File: src/rtl/spi_io_skew.sv
module spi_io_skew #(
  parameter int   CFG_W    = 32,
  parameter int   MO_LSB   = 16,
  parameter int   MI_LSB   = 18,
  parameter int   CAP_LSB  = 20,
  parameter logic IDLE_LVL = 1'b1
) (
  input  logic             clk,
  input  logic             rst_n,
  input  logic [CFG_W-1:0] tune_cfg,
  input  logic             burst_active,
  input  logic             core_mosi,
  output logic             pad_mosi,
  input  logic             pad_miso,
  input  logic             sample_stb,
  output logic             cap_valid,
  output logic             cap_data
);
  localparam int MAXD = 3;

  logic [1:0]      mo_sel, mi_sel, cap_sel;
  logic [MAXD-1:0] mo_pipe, mi_pipe;
  logic [3:0]      hist;
  logic [1:0]      stb_pipe;
  logic            mi_now, tap;
  logic            unused_cfg_bits;

  assign unused_cfg_bits = ^tune_cfg;

  always_ff @(posedge clk or negedge rst_n) begin
    if (!rst_n) begin
      mo_sel  <= 2'd0;
      mi_sel  <= 2'd0;
      cap_sel <= 2'd2;
    end else if (!burst_active) begin
      mo_sel  <= tune_cfg[MO_LSB+1:MO_LSB];
      mi_sel  <= tune_cfg[MI_LSB+1:MI_LSB];
      cap_sel <= tune_cfg[CAP_LSB+1:CAP_LSB];
    end
  end

  always_ff @(posedge clk or negedge rst_n) begin
    if (!rst_n) begin
      mo_pipe <= {MAXD{IDLE_LVL}};
      mi_pipe <= {MAXD{IDLE_LVL}};
      hist    <= {4{IDLE_LVL}};
    end else begin
      mo_pipe <= {mo_pipe[MAXD-2:0], core_mosi};
      mi_pipe <= {mi_pipe[MAXD-2:0], pad_miso};
      hist    <= {hist[2:0], mi_now};
    end
  end

  assign pad_mosi = (mo_sel == 2'd0) ? core_mosi : mo_pipe[mo_sel - 2'd1];
  assign mi_now   = (mi_sel == 2'd0) ? pad_miso  : mi_pipe[mi_sel - 2'd1];
  assign tap      = hist[2'd3 - cap_sel];

  always_ff @(posedge clk or negedge rst_n) begin
    if (!rst_n) begin
      stb_pipe  <= 2'b00;
      cap_valid <= 1'b0;
      cap_data  <= IDLE_LVL;
    end else begin
      stb_pipe  <= {stb_pipe[0], sample_stb};
      cap_valid <= stb_pipe[1];
      if (stb_pipe[1]) cap_data <= tap;
    end
  end
endmodule

File: config.mk
export PLATFORM = sky130hd
export DESIGN_NAME = spi_io_skew
export DESIGN_NICKNAME = d
export VERILOG_FILES = /design/src/rtl/spi_io_skew.sv
export SDC_FILE = /design/constraint.sdc
export NUM_CORES = 1
export LEC_CHECK = 0
export BUFFER_PORTS_ARGS = -buffer_cell sky130_fd_sc_hd__buf_2
export CAP_MARGIN = 40
export CELL_PAD_IN_SITES_DETAIL_PLACEMENT = 2
export CELL_PAD_IN_SITES_GLOBAL_PLACEMENT = 2
export CORE_UTILIZATION = 28
export CTS_BUF_LIST = sky130_fd_sc_hd__clkbuf_16
export DETAILED_ROUTE_END_ITERATION = 10
export PLACE_DENSITY_LB_ADDON = 0.1
export SLEW_MARGIN = 30
export SYNTH_ARGS = -nofsm -noshare
export SYNTH_HDL_FRONTEND = slang
export SYNTH_SLANG_ARGS = --single-unit
File: constraint.sdc
create_clock -name clk -period 2.3 [get_ports clk]
set_input_delay 0.23 -clock clk [delete_from_list [all_inputs] [get_ports clk]]
set_output_delay 0.23 -clock clk [all_outputs]
set_load 0.05 [all_outputs]
Word-level counts from Yosys, hierarchy flattened
Cells that the tools add are included.

word-level totals
  bits in registers = 20
  input port bits = 38
  output and inout bits = 3
  logic and storage cells = 25

operators by class
  add/subtract/negate cells = 3
  $lt $le $gt $ge = 3
  mux-type cells = 8
  reduce and logical (&&, ||, !) cells = 2

operators with widths
  cell                 count
  $lt 2x3->1 const B   3
  $bmux 1 s2           3
  $mux 1               5
  $logic_not 2->1      2
  $sub 2x1->2 const B  2
  $sub 2x2->2 const A  1

Logic depth before layout (Yosys ltp)
  depth in word-level cells = 4
  depth in mapped cells = 5
  depth with buffers taken out = 5

Worst setup path after synthesis
No wires, ideal clock.

  kind = register to output
  start point = register mo_sel[0]
  end point = output port pad_mosi
  arrival time = 1.707 ns
  required time = 2.070 ns
  path slack = 0.363 ns
  stages on the path, launching flop included = 6
  buffers on the path = 0
  path through = dfrtp_1 inv_1 ha_1 mux2_2 nand2_1 a21oi_1

between the ends
  longest elaborated chain between the ends = 4
  elaborated cells on any way between the ends = 5
  those cells by class = add/sub: 1; mux: 3; reduce/logical: 1

RTL lines
  what                          RTL line  text
  start, declared               21        logic [1:0] mo_sel, mi_sel, cap_sel;
  start signal, assigned        36        mo_sel <= tune_cfg[MO_LSB+1:MO_LSB];
  $sub 2x1->2                   54        assign pad_mosi = (mo_sel == 2'd0) ? core_mosi : mo_pipe[mo_sel - 2'd1];
  $bmux 1 s2                    54
  $mux 1 (implied by the code)  54
  $mux 1 *                      54
  end, declared                 13        output logic pad_mosi,

Mark *: on every way between the ends. The rest lies on a longest branch, timed or not. The select of a mux whose other input is x is not followed.

Worst setup path after layout
Same ends and word-level chain as after synthesis.

==> summary.txt <==
Run status
  • Status: finished clean

Power and ir drop
  • Clock power frac: 38.4%
  • Total Power: 0.000905 W
  • Power Density: 970 nW/µm²
  • Psw: 0.000213 W
  • Gate power share: 13.9%
  • Max IR drop VDD: 0.523 mV
  • Internal power: 0.000692 W
  • Sequential Power Share: 47.7%
  • Leak Pwr: 0.423 nW
  • Sw frac: 23.5%

Logic synthesis
  • Synth Area in Adders: 3.36%
  • Mean area per synthesized cell: 15.2 µm²
  • Mux contribution to synthesized area: 15.5%
  • Post-Synth Simple-Gate Area: 4.54%
  • Compound-Gate Fraction of Synth Area: 4.20%
  • Synth area leader: dfstp_2
  • Largest family of logic cells by synthesized area: multiplexers
  • Unique masters post-synth: 14
  • Cell area after synthesis: 744 µm²
  • Top cell type's share of synthesized area: 42.4%
  • Synthesized net count: 89
  • Synth top area cells: dfstp_2 (42%), dfrtp_1 (27%), mux2_2 (12%)
  • Gate Count Post-Synth: 49
  • Yosys warnings: 0
  • FF+latch count, synth: 20
  • Seq/Total Area, Yosys: 69.2%
  • Post-Synth XOR/XNOR Area: 0%

Global routing
  • Routing usage on met1: 13.6%
  • GR Util met2: 19.2%
  • Largest net degree at the start of global routing: 21
  • Tot GR Track Use: 12.2%
  • Top Usage Layer GRT: met2
  • First-pass GRT wire length: 2250 µm
  • Met3 Use GR: 5.08%
  • Number of global-route vias before repair: 482
  • Total grt overflow: 0
  • Initial antenna violation count: 0

Floorplanning
  • Core ar.: 2500 µm²
  • Top-level port count: 41
  • Die height: 53.6 µm
  • Row count: 18
  • Die Wd: 53.6 µm
  • Die area: 2870 µm²
  • Initial Utilization: 29.8%

Route
  • Wirelength, routed: 1290 µm
  • Via Count: 435
  • DR iter-0 viols: 0
  • DRT Pass-1 Iters: 1
  • # DRC: 0
  • Routed vias/inst: 4.53
  • Routed len/inst: 13.5 µm
  • Detail Route Antenna Nets: 0

CTS
  • Post-CTS Setup Inserts: 0
  • Clk buf depth: 2
  • Total CTS buffers: 3
  • Root buf cell: clkbuf_16
  • Worst-path clk slew: 50 ps
  • Clk sink count: 20
  • Clock Latency Late Sink: 250 ps
  • CTS tree: done
  • H-tree Lvls: 1

Timing
  • Period utilization: 80.9%
  • Clock Skews: 2.08 ps
  • Max frequency: 537 MHz
  • RSZ-0062 raised after global routing: false
  • Tightest Pin Transition: 438 ps
  • Pins Over Slew Limit: 0
  • Final worst path period need: 1860 ps
  • Worst relative slew slack: 70.8%
  • Total negative slack: 0 ps
  • Final setup fails: 0
  • Final Hold Violating Endpoints: 0

Worst setup path
  • Crit path capture type: output port
  • Setup CP Type: flop to output port
  • Arrival time worst endpoint: 1630 ps
  • Reg-to-reg slack, setup: 1040 ps
  • CP max FO: 3
  • CP Launch Type: flop
  • CP required: 2070 ps

Hold path
  • Min-Delay Path Class: input port to flop

Placed design
  • RePlAce Congestion: 0.630
  • IO Port Bufs: 14
  • HPWL Detailed: 983 µm

Cells and area
  • Final Net Count: 108
  • Layout fillers: 247
  • Antenna cells: 0
  • Area delta synth->final: 25.2%
  • Layout cells sized above 1: 59.1%

Run
  • # Max-Cap Violations: 0
[placed cells by master, fill, tap and decap left out]
cell type and count:
o311ai_1 1, mux2_4 1, dlygate4sd3_1 1, nand3_2 1, mux2_2 8, clkbuf_16 3, a21oi_1 2, mux2i_1 1
nand2_1 3, ha_1 2, inv_1 5, buf_2 14, dfrtp_1 8, nor2b_1 2, dfstp_2 12, a31oi_1 2
[cells in the mapped netlist, drive strengths merged]
library cell	instances
nor2b	2
mux2	9
a21oi	2
buf	1
ha	2
nand3	1
dfstp	12
a31oi	2
o311ai	1
nand2	3
inv	5
mux2i	1
dfrtp	8
[worst max-delay path: stages, from the launching register on]
cell	delay, ps
dfrtp_1	350
inv_1	60
ha_1	310
mux2_2	230
nand2_1	50
a21oi_1	100
buf_2	270
[cells by family after synthesis]
kind of cell | Yosys count
buffers and inverters | 6
muxes | 10
DFF | 20
and+or+nand+nor | 6
adders and majority gates | 2
AOI/OAI and AO/OA | 5
[sequential cells by signal, indices dropped and copies added, names as in the netlist]
register and count:
mo_pipe 3, hist 4, mo_sel 2, cap_valid 1, cap_sel 2, cap_data 1, mi_pipe 3, mi_sel 2
stb_pipe 2
[per-stage QoR]
| stage | setup WS, ps | hold slack, ps | util, % | cells | area [µm²] |
|---|---|---|---|---|---|
| 2_1_floorplan | 363 | -65.6 | - | 49 | 744 |
| 3_3_place_gp | 685 | 204 | 33.9 | 92 | 847 |
| 3_5_place_dp | 687 | 199 | 33.9 | 92 | 847 |
| 4_1_cts | 409 | 78.7 | 37.3 | 96 | 932 |
| 5_1_grt | 329 | 85.5 | 37.3 | 96 | 932 |
| 6_report | 439 | 84.1 | 37.3 | 96 | 932 |
[timing repair]
item / in CTS / in global routing
endpoints found under the hold margin: 8 / 0
resized for setup: 0 / 0
hold buffers: 1 / 0
[cell type report]
| type | instances | area [µm²] | area share [%] |
|---|---|---|---|
| inverters | 5 | 18.8 | 2.01 |
| well taps | 30 | 37.5 | 4.03 |
| multi-input cells | 23 | 205 | 22.0 |
| repair buffers | 15 | 80.1 | 8.59 |
| clock buffers | 3 | 75.1 | 8.05 |
| flip-flops and latches | 20 | 515 | 55.3 |
[metal layers]
metal  vias to the layer above  part of all wire [%]
met5                         -                     0
met4                         0                   2.8
met3                         5                   5.2
met2                        11                    51
met1                       219                    41
li1                        200                     -
[path summary, 6_finish.rpt]
path,start,end,depth (start not counted)
max,mo_sel[0],pad_mosi,6
min,sample_stb,stb_pipe[0],1
max reg2reg,mi_sel[0],hist[0],5
min reg2reg,stb_pipe[0],stb_pipe[1],0
max in group asynchronous,rst_n,mi_pipe[0],2
min in group asynchronous,rst_n,stb_pipe[1],2
[power groups by stage]
stage / logic [W] / clock network, W / registers (W)
detailed placement: 0.000127 / 0 / 0.000438
global route: 0.000140 / 0.000367 / 0.000438
finish: 0.000126 / 0.000347 / 0.000431
global placement: 0.000125 / 0 / 0.000435
floorplan: 0.0000720 / 0 / 0.000450
CTS: 0.000129 / 0.000362 / 0.000433
Power figures use the tool's default switching activity.
